==> src/rtl/scan_tap_pkg.sv <==
package scan_tap_pkg;

    localparam int IR_W = 5;

    typedef enum logic [3:0] {
        ST_RESET, ST_IDLE,
        ST_SEL_DR, ST_CAP_DR, ST_SH_DR, ST_EX1_DR, ST_PAU_DR, ST_EX2_DR, ST_UPD_DR,
        ST_SEL_IR, ST_CAP_IR, ST_SH_IR, ST_EX1_IR, ST_PAU_IR, ST_EX2_IR, ST_UPD_IR
    } tap_state_e;

    localparam logic [IR_W-1:0] OP_IDCODE  = 5'h01;
    localparam logic [IR_W-1:0] OP_SAMPLE  = 5'h02;
    localparam logic [IR_W-1:0] OP_EXTEST  = 5'h03;
    localparam logic [IR_W-1:0] OP_INTEST  = 5'h04;
    localparam logic [IR_W-1:0] OP_ERASE   = 5'h0F;
    localparam logic [IR_W-1:0] OP_BYPASS  = 5'h1F;
    localparam logic [IR_W-1:0] IR_CAPTURE = 5'b00001;

    typedef enum logic [1:0] {DR_ID, DR_BYP, DR_CHAIN} dr_sel_e;
    typedef enum logic [1:0] {PM_FUNC, PM_SAMPLE, PM_EXTEST, PM_INTEST} pin_mode_e;

    typedef struct packed {
        dr_sel_e   dr;
        pin_mode_e mode;
    } decode_t;

    function automatic tap_state_e tap_next(input tap_state_e s, input logic m);
        case (s)
            ST_RESET:  return m ? ST_RESET  : ST_IDLE;
            ST_IDLE:   return m ? ST_SEL_DR : ST_IDLE;
            ST_SEL_DR: return m ? ST_SEL_IR : ST_CAP_DR;
            ST_CAP_DR: return m ? ST_EX1_DR : ST_SH_DR;
            ST_SH_DR:  return m ? ST_EX1_DR : ST_SH_DR;
            ST_EX1_DR: return m ? ST_UPD_DR : ST_PAU_DR;
            ST_PAU_DR: return m ? ST_EX2_DR : ST_PAU_DR;
            ST_EX2_DR: return m ? ST_UPD_DR : ST_SH_DR;
            ST_UPD_DR: return m ? ST_SEL_DR : ST_IDLE;
            ST_SEL_IR: return m ? ST_RESET  : ST_CAP_IR;
            ST_CAP_IR: return m ? ST_EX1_IR : ST_SH_IR;
            ST_SH_IR:  return m ? ST_EX1_IR : ST_SH_IR;
            ST_EX1_IR: return m ? ST_UPD_IR : ST_PAU_IR;
            ST_PAU_IR: return m ? ST_EX2_IR : ST_PAU_IR;
            ST_EX2_IR: return m ? ST_UPD_IR : ST_SH_IR;
            default:   return m ? ST_SEL_DR : ST_IDLE;
        endcase
    endfunction

    function automatic decode_t decode_op(input logic [IR_W-1:0] op, input logic locked);
        decode_t d;
        d.dr   = DR_BYP;
        d.mode = PM_FUNC;
        case (op)
            OP_IDCODE: d.dr = DR_ID;
            OP_SAMPLE: if (!locked) begin d.dr = DR_CHAIN; d.mode = PM_SAMPLE; end
            OP_EXTEST: if (!locked) begin d.dr = DR_CHAIN; d.mode = PM_EXTEST; end
            OP_INTEST: if (!locked) begin d.dr = DR_CHAIN; d.mode = PM_INTEST; end
            default:   d.dr = DR_BYP;
        endcase
        return d;
    endfunction

endpackage

==> src/rtl/tap_fsm.sv <==
module tap_fsm
    import scan_tap_pkg::*;
(
    input  logic       tck,
    input  logic       rst,
    input  logic       tms,
    output tap_state_e state
);
    always_ff @(posedge tck) begin
        if (rst) state <= ST_RESET;
        else     state <= tap_next(state, tms);
    end
endmodule

==> src/rtl/tap_ir.sv <==
module tap_ir
    import scan_tap_pkg::*;
(
    input  logic       tck,
    input  logic       rst,
    input  tap_state_e state,
    input  logic       tdi,
    input  logic       fuse_set,
    input  logic       flash_rst,
    output logic       ir_tdo,
    output logic       locked,
    output decode_t    dec
);
    logic [IR_W-1:0] ir_sh, ir_q;
    logic            erased;

    always_ff @(posedge tck) begin
        if (rst || state == ST_RESET) begin
            ir_q  <= OP_IDCODE;
            ir_sh <= IR_CAPTURE;
        end else begin
            case (state)
                ST_CAP_IR: ir_sh <= IR_CAPTURE;
                ST_SH_IR:  ir_sh <= {tdi, ir_sh[IR_W-1:1]};
                ST_UPD_IR: ir_q  <= ir_sh;
                default:   ;
            endcase
        end
    end

    always_ff @(posedge tck) begin
        if (rst)                                      erased <= 1'b0;
        else if (state == ST_UPD_IR && ir_sh == OP_ERASE) erased <= 1'b1;
    end

    assign locked = flash_rst | (fuse_set & ~erased);
    assign dec    = decode_op(ir_q, locked);
    assign ir_tdo = ir_sh[0];

    p_ir_reset_r1: assert property (@(posedge tck) disable iff (rst)
        state == ST_RESET |=> ir_q == OP_IDCODE);
    p_capture_pat_r2: assert property (@(posedge tck) disable iff (rst)
        state == ST_CAP_IR |=> ir_sh == IR_CAPTURE);
endmodule

==> src/rtl/bscan_chain.sv <==
module bscan_chain
    import scan_tap_pkg::*;
#(
    parameter int PINS = 4
) (
    input  logic            tck,
    input  logic            rst,
    input  tap_state_e      state,
    input  decode_t         dec,
    input  logic            tdi,
    input  logic [PINS-1:0] pad_in,
    input  logic [PINS-1:0] core_tx,
    output logic [PINS-1:0] pad_tx,
    output logic [PINS-1:0] core_rx,
    output logic            chain_tdo
);
    localparam int CW = 2 * PINS;

    logic [CW-1:0] sh, upd, cap;
    logic          sel, drive_pads;

    assign sel        = (dec.dr == DR_CHAIN);
    assign drive_pads = (dec.mode == PM_EXTEST) || (dec.mode == PM_INTEST);

    for (genvar g = 0; g < PINS; g++) begin : g_cell
        assign cap[g]        = pad_in[g];
        assign cap[PINS+g]   = (dec.mode == PM_EXTEST) ? upd[PINS+g] : core_tx[g];
        assign pad_tx[g]     = drive_pads ? upd[PINS+g] : core_tx[g];
        assign core_rx[g]    = (dec.mode == PM_INTEST) ? upd[g] : pad_in[g];
    end

    always_ff @(posedge tck) begin
        if (rst) begin
            sh  <= '0;
            upd <= '0;
        end else if (sel) begin
            case (state)
                ST_CAP_DR: sh  <= cap;
                ST_SH_DR:  sh  <= {tdi, sh[CW-1:1]};
                ST_UPD_DR: upd <= sh;
                default:   ;
            endcase
        end
    end

    assign chain_tdo = sh[0];

    p_update_latch_r6: assert property (@(posedge tck) disable iff (rst)
        (sel && state == ST_UPD_DR) |=> upd == $past(sh));
endmodule

==> src/rtl/scan_tap_guard.sv <==
module scan_tap_guard
    import scan_tap_pkg::*;
#(
    parameter int          PINS    = 4,
    parameter logic [3:0]  VERSION = 4'h3,
    parameter logic [15:0] PART    = 16'h5A17,
    parameter logic [10:0] MAKER   = 11'h0AB
) (
    input  logic            tck,
    input  logic            tap_rst,
    input  logic            tms,
    input  logic            tdi,
    output logic            tdo,
    output logic            tdo_oe,
    input  logic [PINS-1:0] pad_in,
    output logic [PINS-1:0] pad_tx,
    input  logic [PINS-1:0] core_tx,
    output logic [PINS-1:0] core_rx,
    input  logic            fuse_set,
    input  logic            flash_rst
);
    localparam logic [31:0] ID_WORD = {VERSION, PART, MAKER, 1'b1};

    tap_state_e  state;
    decode_t     dec;
    logic        locked, ir_tdo, chain_tdo, byp_q, tdo_mux;
    logic [31:0] id_sh;

    tap_fsm u_fsm (.tck(tck), .rst(tap_rst), .tms(tms), .state(state));

    tap_ir u_ir (
        .tck(tck), .rst(tap_rst), .state(state), .tdi(tdi),
        .fuse_set(fuse_set), .flash_rst(flash_rst),
        .ir_tdo(ir_tdo), .locked(locked), .dec(dec)
    );

    bscan_chain #(.PINS(PINS)) u_chain (
        .tck(tck), .rst(tap_rst), .state(state), .dec(dec), .tdi(tdi),
        .pad_in(pad_in), .core_tx(core_tx), .pad_tx(pad_tx), .core_rx(core_rx),
        .chain_tdo(chain_tdo)
    );

    always_ff @(posedge tck) begin
        if (tap_rst) begin
            id_sh <= '0;
            byp_q <= 1'b0;
        end else begin
            if (dec.dr == DR_ID) begin
                if (state == ST_CAP_DR)     id_sh <= ID_WORD;
                else if (state == ST_SH_DR) id_sh <= {tdi, id_sh[31:1]};
            end
            if (dec.dr == DR_BYP) begin
                if (state == ST_CAP_DR)     byp_q <= 1'b0;
                else if (state == ST_SH_DR) byp_q <= tdi;
            end
        end
    end

    always_comb begin
        if (state == ST_SH_IR) tdo_mux = ir_tdo;
        else begin
            case (dec.dr)
                DR_ID:    tdo_mux = id_sh[0];
                DR_CHAIN: tdo_mux = chain_tdo;
                default:  tdo_mux = byp_q;
            endcase
        end
    end

    always_ff @(negedge tck) begin
        if (tap_rst) begin
            tdo    <= 1'b0;
            tdo_oe <= 1'b0;
        end else begin
            tdo    <= tdo_mux;
            tdo_oe <= (state == ST_SH_IR) || (state == ST_SH_DR);
        end
    end

    p_oe_shift_r11: assert property (@(posedge tck) disable iff (tap_rst)
        tdo_oe |-> (state == ST_SH_IR || state == ST_SH_DR));
    p_locked_pins_r8: assert property (@(posedge tck) disable iff (tap_rst)
        locked |-> pad_tx == core_tx);
    p_flash_lock_r10: assert property (@(posedge tck) disable iff (tap_rst)
        flash_rst |-> (pad_tx == core_tx && core_rx == pad_in));
    p_bypass_capture_r4: assert property (@(posedge tck) disable iff (tap_rst)
        (state == ST_CAP_DR && dec.dr == DR_BYP) |=> byp_q == 1'b0);
endmodule

==> config.mk <==
export PLATFORM = sky130hd
export DESIGN_NAME = scan_tap_guard
export DESIGN_NICKNAME = d
export VERILOG_FILES = /design/src/rtl/scan_tap_pkg.sv /design/src/rtl/tap_fsm.sv /design/src/rtl/tap_ir.sv /design/src/rtl/bscan_chain.sv /design/src/rtl/scan_tap_guard.sv
export SDC_FILE = /design/constraint.sdc
export NUM_CORES = 1
export LEC_CHECK = 0
export CORE_ASPECT_RATIO = 0.7
export CORE_MARGIN = 3
export CORE_UTILIZATION = 52
export DETAILED_ROUTE_END_ITERATION = 16
export GPL_TIMING_DRIVEN = 0
export HOLD_SLACK_MARGIN = 0.03
export PLACE_DENSITY_LB_ADDON = 0.2
export SLEW_MARGIN = 40
export SYNTH_ARGS = -nofsm -noshare
export SYNTH_HDL_FRONTEND = slang
export SYNTH_SLANG_ARGS = --single-unit
==> constraint.sdc <==
create_clock -name tck -period 2.14 [get_ports tck]
set_clock_uncertainty 0.15 [all_clocks]
set_input_delay 0.428 -clock tck [delete_from_list [all_inputs] [get_ports tck]]
set_output_delay 0.428 -clock tck [all_outputs]
set_load 0.01 [all_outputs]
### Yosys cells after proc, flatten, opt, wreduce, memory -nomap -nowiden

Index checks and enable logic that the tools add are counted.

| operators by class | value |
|---|---|
| add/sub/neg operators | 0 |
| div/mod/pow operators | 0 |
| mux-type cells | 38 |
| reduce and logical (&&, ||, !) cells | 14 |
| $lt $le $gt $ge | 0 |
| equality and inequality tests | 23 |
| shift operators | 0 |
| multiply operators | 0 |
| bitwise gates (word level) | 3 |

Operators with widths:

| operator | count |
|---|---|
| $mux 32 | 2 |
| $pmux 4 s11 | 1 |
| $eq 4x4->1 const B | 8 |
| $mux 4 | 7 |
| $mux 1 | 18 |
| $eq 4x3->1 const B | 4 |
| $pmux 8 s2 | 1 |
| $eq 5x2->1 const B | 2 |
| $pmux 5 s2 | 1 |
| $eq 4x2->1 const B | 2 |
| $pmux 2 s4 | 1 |
| $reduce_and 2->1 | 4 |
| $eq 2x2->1 const B | 3 |
| $mux 2 | 3 |
| $mux 3 | 2 |
| $pmux 2 s3 | 1 |
| $eq 5x1->1 const B | 1 |
| $eq 5x3->1 const B | 1 |
| $eq 5x4->1 const B | 1 |
| $logic_not 4->1 | 1 |
| $reduce_bool 2->1 | 2 |
| $reduce_or 2->1 | 2 |
| $logic_or 1x1->1 | 3 |
| $eq 2x1->1 const B | 1 |
| 6 further kinds | 6 |

| word-level totals | value |
|---|---|
| memories | 0 |
| memory bits (writable) | 0 |
| flip-flop bits (word level) | 66 |
| latch bits | 0 |
| ROM bits | 0 |
| output and inout port bits | 10 |

### Depth between registers and ports, before layout

Gate-level depths: netlist (run 1).

| logic depth | value |
|---|---|
| word-level depth | 8 |
| gate-level depth with buffers | 7 |

### Cells and area by module

Synthesis (run 1) repeated with hierarchy kept, for this count alone.

| second synthesis, totals | value |
|---|---|
| cells, all modules | 354 |
| area total of the unflattened synthesis | 3233.1 um2 |

By module, submodules not included:

| module | cells each | area each (um2) | sequential area each (um2) | times used |
|---|---|---|---|---|
| scan_tap_guard | 164 | 1536.5 | 700.7 | 1 |
| bscan_chain | 86 | 858.3 | 320.3 | 1 |
| tap_ir | 67 | 546.8 | 220.2 | 1 |
| tap_fsm | 37 | 291.5 | 80.1 | 1 |

==> flow_summary.json, run 1 <==
{
  "cp.arrival_ps": 1750,
  "violations": "setup timing",
  "clockBufferDepth": 2,
  "max_stage_delay_ps": 560,
  "core_area_sq_mm": 0.005423,
  "fp-row-count": 22,
  "crit_path_end": "tdo$_SDFF_NP0_",
  "synth.avg_cell_area_sq_um": 8.242,
  "worstSetupPathType": "flop to flop",
  "drt_wl_total_um": 8694,
  "power.total_mw": 2.850,
  "layout_common_cells": "58 x dfxtp_1, 36 x a21oi_1, 34 x nor2_1",
  "crit_slowest_cell": "or4b_4",
  "htree_num_levels": 3,
  "cts_tree": "built",
  "synth_flop_cell": "dfxtp_1",
  "drtIter0Drc": 261,
  "syn-num-nets": 382,
  "hpwl_um": 5323,
  "portBuffers": 22,
  "utilization": 0.7522,
  "path_cells": "or4b_4 -> o21a_1 -> mux2i_1 -> a311oi_2",
  "cts_buffers": 9,
  "ys.warnings.count": 0,
  "clk_pin_slew_ps": 70,
  "die_w_um": 97.28,
  "end_kind": "flop",
  "drive_gt1_frac": 0.2937,
  "irDropWorstVdd_uv": 457.9,
  "area_delta_synth_final_pct": 34.49,
  "maxCapViolCount": 0,
  "power.density_mw_per_mm2": 698.8,
  "grt_pass1_wl_um": 14300,
  "grtUsageTotal": 0.2586,
  "final_common_cell": "dfxtp_1",
  "rrSetupSlack_ps": -590,
  "drt_first_pass_iters": 5,
  "drc": 0,
  "finalWorstSetupSlack_ps": -587.1,
  "synth_async_sr_flop_share": 0,
  "dp_slack_ps": -1024,
  "cts_root_buf": "clkbuf_8",
  "rsz0062_at_grt": "true",
  "ys_ff_latch": 66,
  "critical_path_required_ps": 1160,
  "die_area_sq_mm": 0.006799,
  "yosys.area.top_type_share": 0.4356,
  "initial_core_util": 0.5593,
  "min_path_type": "flop to flop",
  "start_kind": "flop",
  "grt_antenna_before_repair": 0,
  "synth_top_area_cell": "dfxtp_1",
  "hold_viol_final": 0,
  "leakagePower_nw": 1.483,
  "netlist_area_sq_mm": 0.003033,
  "status": "complete, but fails checks",
  "syn-instance-count": 368,
  "antenna_cells": 0,
  "die_height_um": 69.90,
  "rr_startpoint": "u_ir.ir_q[4]$_SDFFE_PP0P_",
  "slew_headroom": 0.6422,
  "slew_viol_final": 0,
  "vias": 3029,
  "grt_overflow": 0,
  "reg2reg_depth": 4,
  "nets": 438,
  "cp_max_fo": 4,
  "cp-startpoint": "u_ir.ir_q[4]$_SDFFE_PP0P_",
  "r2r-end": "tdo$_SDFF_NP0_",
  "postCtsHoldBufs": 0,
  "clk_latency_ps": 350,
  "wl_per_cell_um": 17.35,
  "synth-seq-area-share": 0.4356,
  "setup_violations": 37,
  "worst_pin_slew_ps": 536.7,
  "drtAntennaViolNets": 0,
  "grt_max_degree": 13,
  "globalplace.congestion": 0.8189,
  "grt_pass1_vias": 2922,
  "cts_sinks": 66,
  "yosysUniqueCellTypes": 43,
  "via_per_inst": 6.046,
  "synthTopCellsByArea": "dfxtp_1 44%, a21oi_1 6.3%, nor3_1 6.3%",
  "synth_edf_count": 0,
  "ios": 24
}
## through the flow
| stage | area, sq um | instances | hold WS [ps] | setup TNS (ps) |
|---|---|---|---|---|
| 2_1_floorplan | 3058 | 368 | 282.1 | -1006 |
| 3_5_place_dp | 3368 | 462 | 294.7 | -10680 |
| 4_1_cts | 3983 | 499 | 309.5 | -9732 |
| 3_3_place_gp | 3368 | 462 | 289.8 | -10210 |
| 5_1_grt | 4079 | 501 | 335.4 | -6831 |
| 6_report | 4079 | 501 | 309.0 | -4621 |
## metal layers
| layer | wire length, um | track usage | vias up |
|---|---|---|---|
| li1 | - | - | 1444 |
| met1 | 3886 | 0.3619 | 1447 |
| met2 | 4052 | 0.3991 | 128 |
| met3 | 673 | 0.06986 | 10 |
| met4 | 81 | 0.06298 | 0 |
| met5 | 0 | 0 | - |
## report_power, final
part / leakage, nW / internal (mW) / switching [mW] / total (mW)
Combinational: 0.812 / 0.135 / 0.168 / 0.303
Clock: 0.134 / 0.777 / 0.508 / 1.29
Sequential: 0.536 / 1.25 / 0.0145 / 1.26
## how the worst min path moves through the flow
| stage | slack [ps] | endpoint | cells after the start | startpoint |
|---|---|---|---|---|
| 6_report | 310 | id_sh[20]$_SDFFE_PP0P_ | 2 | id_sh[20]$_SDFFE_PP0P_ |
| 2_1_floorplan | 280 | id_sh[31]$_SDFFE_PP0P_ | 2 | id_sh[31]$_SDFFE_PP0P_ |
| 4_1_cts | 310 | id_sh[19]$_SDFFE_PP0P_ | 2 | id_sh[19]$_SDFFE_PP0P_ |
| 5_1_grt | 340 | id_sh[31]$_SDFFE_PP0P_ | 2 | id_sh[31]$_SDFFE_PP0P_ |
| 3_3_place_gp | 290 | id_sh[15]$_SDFFE_PP0P_ | 2 | id_sh[15]$_SDFFE_PP0P_ |
| 3_5_place_dp | 290 | id_sh[19]$_SDFFE_PP0P_ | 2 | id_sh[19]$_SDFFE_PP0P_ |
## synth_stat cells (6+ instances only)
cell type and n:
inv_1 7, nor3_1 38, nand2_1 30, nand3_1 31, mux2_2 8, buf_2 6
o21ai_0 15, dfxtp_1 66, clkbuf_1 16, mux2i_1 10, nor2_1 34, a21oi_1 38
a311oi_1 6, nor2b_1 7
## cell families after synthesis
logic type / Yosys count / share of synthesized area
simple gates: 159 / 0.2554
compound gates: 89 / 0.1918
flops: 66 / 0.4356
buf+inv: 36 / 0.05446
mux: 18 / 0.06271
## layout make-up
class,instances,area (sq um)
plain buffers,25,192.7
clock buffers,9,123.9
clock inverters,9,123.9
fillers,390,1344
inverters,6,22.52
multi-input cells,266,1779
flip-flops and latches,66,1339
well taps,72,90.09
repair buffers,48,407.9
## timing repair
item,in CTS,in global routing
setup endpoints to repair,43,62
cloned,3,0
endpoints found under the hold margin,0,0
setup buffers,17,6
resized for setup,86,37
pin swaps,8,9
## state kept, by name, indices dropped and copies added (netlist names)
| signal | count |
|---|---|
| id_sh | 32 |
| u_chain.sh | 8 |
| u_chain.upd | 8 |
| u_ir.ir_q | 5 |
| u_ir.ir_sh | 5 |
| u_fsm.state | 4 |
| byp_q | 1 |
| tdo | 1 |
| tdo_oe | 1 |
| u_ir.erased | 1 |
## critical path, delay by kind of cell (launching register included)
| family | cells | cell delay (ps) |
|---|---|---|
| DFF | 1 | 320 |
| and+or+nand+nor | 1 | 560 |
| muxes | 1 | 200 |
| AOI/OAI and AO/OA | 2 | 320 |
No activity file was read; power rests on OpenSTA's default activity.
==> run 2: changes to the inputs <==
CORE_ASPECT_RATIO = 0.6   (was 0.7)
CTS_CLUSTER_DIAMETER = 100   (was default)
==> run 2 against run 1 <==
  * The run still ends with setup timing left
  * Worst setup slack lost 130 ps
  * Sequential cell count is the same
  * First-iteration DRC count grew 120%
  * Sequential power is essentially flat
  * Hold slack gained 7.4 ps
  * Die area grew 0.23%
  * Register-to-register slack lost 130 ps
  * Clock power shrank 21%
  * Power shrank 5.4%
  * Via count grew 24%
  * Wire length grew 49%
  * Critical path type unchanged
  * Critical endpoint unchanged
==> flow_summary.json, run 2 (synthesized netlist as in run 1, its figures left out) <==
{
  "crit_slowest_cell": "or4b_4",
  "rrSetupSlack_ps": -720,
  "rsz0062_at_grt": "true",
  "die_area_sq_mm": 0.006815,
  "postCtsHoldBufs": 0,
  "final_cell_area_sq_mm": 0.004598,
  "dp_slack_ps": -1013,
  "globalplace.congestion": 0.8506,
  "postPlaceCellArea_sq_mm": 0.003374,
  "finalWorstSetupSlack_ps": -717.1,
  "critical_path_required_ps": 1160,
  "start_kind": "flop",
  "power.density_mw_per_mm2": 586.5,
  "min_path_type": "flop to flop",
  "wl_per_cell_um": 24.70,
  "violations": "setup timing",
  "cts_buffers": 9,
  "grt_pass1_wl_um": 16770,
  "cts_root_buf": "clkbuf_8",
  "r2r-end": "tdo$_SDFF_NP0_",
  "status": "complete, but fails checks",
  "die_w_um": 104.6,
  "leakagePower_nw": 1.668,
  "largestRegisters": "id_sh: 32 flops, u_chain.sh: 8 flops, u_chain.upd: 8 flops",
  "drt_first_pass_iters": 6,
  "final_common_cell": "dfxtp_1",
  "drc": 0,
  "worst_pin_slew_ps": 775.3,
  "antenna_cells": 0,
  "reg2reg_depth": 4,
  "drtAntennaViolNets": 0,
  "die_height_um": 65.16,
  "cts_sinks": 66,
  "hold-path-endpoint": "id_sh[18]$_SDFFE_PP0P_",
  "hold_viol_final": 0,
  "timing.critical_path.buf_inv": 0,
  "vias": 3746,
  "whs_ps": 316.4,
  "core_area_sq_mm": 0.005330,
  "maxCapViolCount": 0,
  "top_register": "id_sh",
  "grtUsageTotal": 0.3117,
  "irDropWorstVdd_uv": 536.0,
  "clk_pin_slew_ps": 70,
  "rr_startpoint": "u_ir.ir_q[0]$_SDFFE_PP1P_",
  "initial_core_util": 0.5690,
  "drive_gt1_frac": 0.4183,
  "setup_violations": 50,
  "cp_max_fo": 4,
  "power.total_mw": 2.697,
  "nets": 457,
  "via_per_inst": 7.149,
  "cts_tree": "built",
  "grt_overflow": 0,
  "slew_viol_final": 0,
  "slew_headroom": 0.4832,
  "grt_max_degree": 11,
  "htree_num_levels": 3,
  "max_stage_delay_ps": 520,
  "whs_path_depth": 2,
  "drt_wl_total_um": 12940,
  "area_delta_synth_final_pct": 51.61,
  "portBuffers": 22,
  "clk_latency_ps": 360,
  "clockBufferDepth": 2,
  "largest_register_ffs": 32,
  "fp-row-count": 20,
  "end_kind": "flop",
  "layout_common_cells": "56 x dfxtp_1, 28 x a21oi_1, 27 x buf_6",
  "hold_start": "id_sh[19]$_SDFFE_PP0P_",
  "ios": 24,
  "path_cells": "or4b_4 -> o21a_1 -> mux2i_2 -> a311oi_2",
  "grt_pass1_vias": 3288,
  "drtIter0Drc": 567,
  "grt_antenna_before_repair": 0,
  "hpwl_um": 5382,
  "worstSetupPathType": "flop to flop",
  "cp.arrival_ps": 1870,
  "critPathTopFamily": "simple AND/OR/NAND/NOR gates"
}
run 2: cell types whose count changed in the layout (fill, tap and decap cells not counted), sizes merged:
cell           previous run  this run
clkinvlp                  0         1
clkinv                    3         1
clkdlybuf4s15             0         1
buf                      40        66
clkbuf                   30        26
bufinv                    3         1
inv                       9         8
clkdlybuf4s50            11        10
run 2: worst max-delay path by stage:
stage / slack (ps) / to / depth (start not counted) / startpoint
final: -720 / tdo$_SDFF_NP0_ / 4 / u_ir.ir_q[0]$_SDFFE_PP1P_
after global placement: -970 / tdo$_SDFF_NP0_ / 5 / flash_rst
after floorplan: -540 / tdo$_SDFF_NP0_ / 5 / u_ir.ir_q[3]$_SDFFE_PP0P_
after detailed placement: -1010 / tdo$_SDFF_NP0_ / 5 / flash_rst
after global routing: -710 / tdo$_SDFF_NP0_ / 4 / u_ir.ir_q[0]$_SDFFE_PP1P_
after CTS: -570 / tdo$_SDFF_NP0_ / 5 / u_ir.ir_q[4]$_SDFFE_PP0P_
run 2: metal layers:
metal  vias up  share of wire  global-route usage  routed length [um]
met3       131           0.16             0.07556                2039
met5         -              0                   0                   0
met1      1709           0.36              0.4112                4690
met2       424           0.41              0.4863                5309
met4         0          0.070              0.1489                 904
li1       1482              -                   -                   -
run 2: final cells by class:
type                            count  area (sq um)
Clock inverter                      5         37.54
Multi-Input combinational cell    266          2032
Fill cell                         233         732.0
Timing Repair Buffer               68         740.7
Inverter                            6         22.52
Buffer                             24         180.2
Tap cell                           77         96.34
Clock buffer                       12         145.1
Sequential cell                    66          1344
run 2: metrics by stage:
stage,setup TNS (ps),utilization,std cells
floorplan,-1006,-,368
finish,-22700,0.8627,524
global placement,-9802,0.6331,467
CTS,-10650,0.8047,515
detailed placement,-10190,0.6331,467
global route,-24110,0.8627,524
run 2: where the power goes:
group,internal (mW),switching (mW)
sequential,1.25,0.0211
clock,0.507,0.510
combinational,0.186,0.227
total,1.94,0.758
run 2: worst register-to-register path: cells and delay by family (launching register included):
family / cells / cell delay [ps]
flops: 1 / 400
simple gates: 1 / 520
compound gates: 2 / 370
mux: 1 / 220
run 2: what timing repair did:
item / 4_1_cts / 5_1_grt
pin swaps: 53 / 21
resized for setup: 164 / 54
setup endpoints to repair: 39 / 63
gates cloned: 5 / 1
buffers inserted: 28 / 13
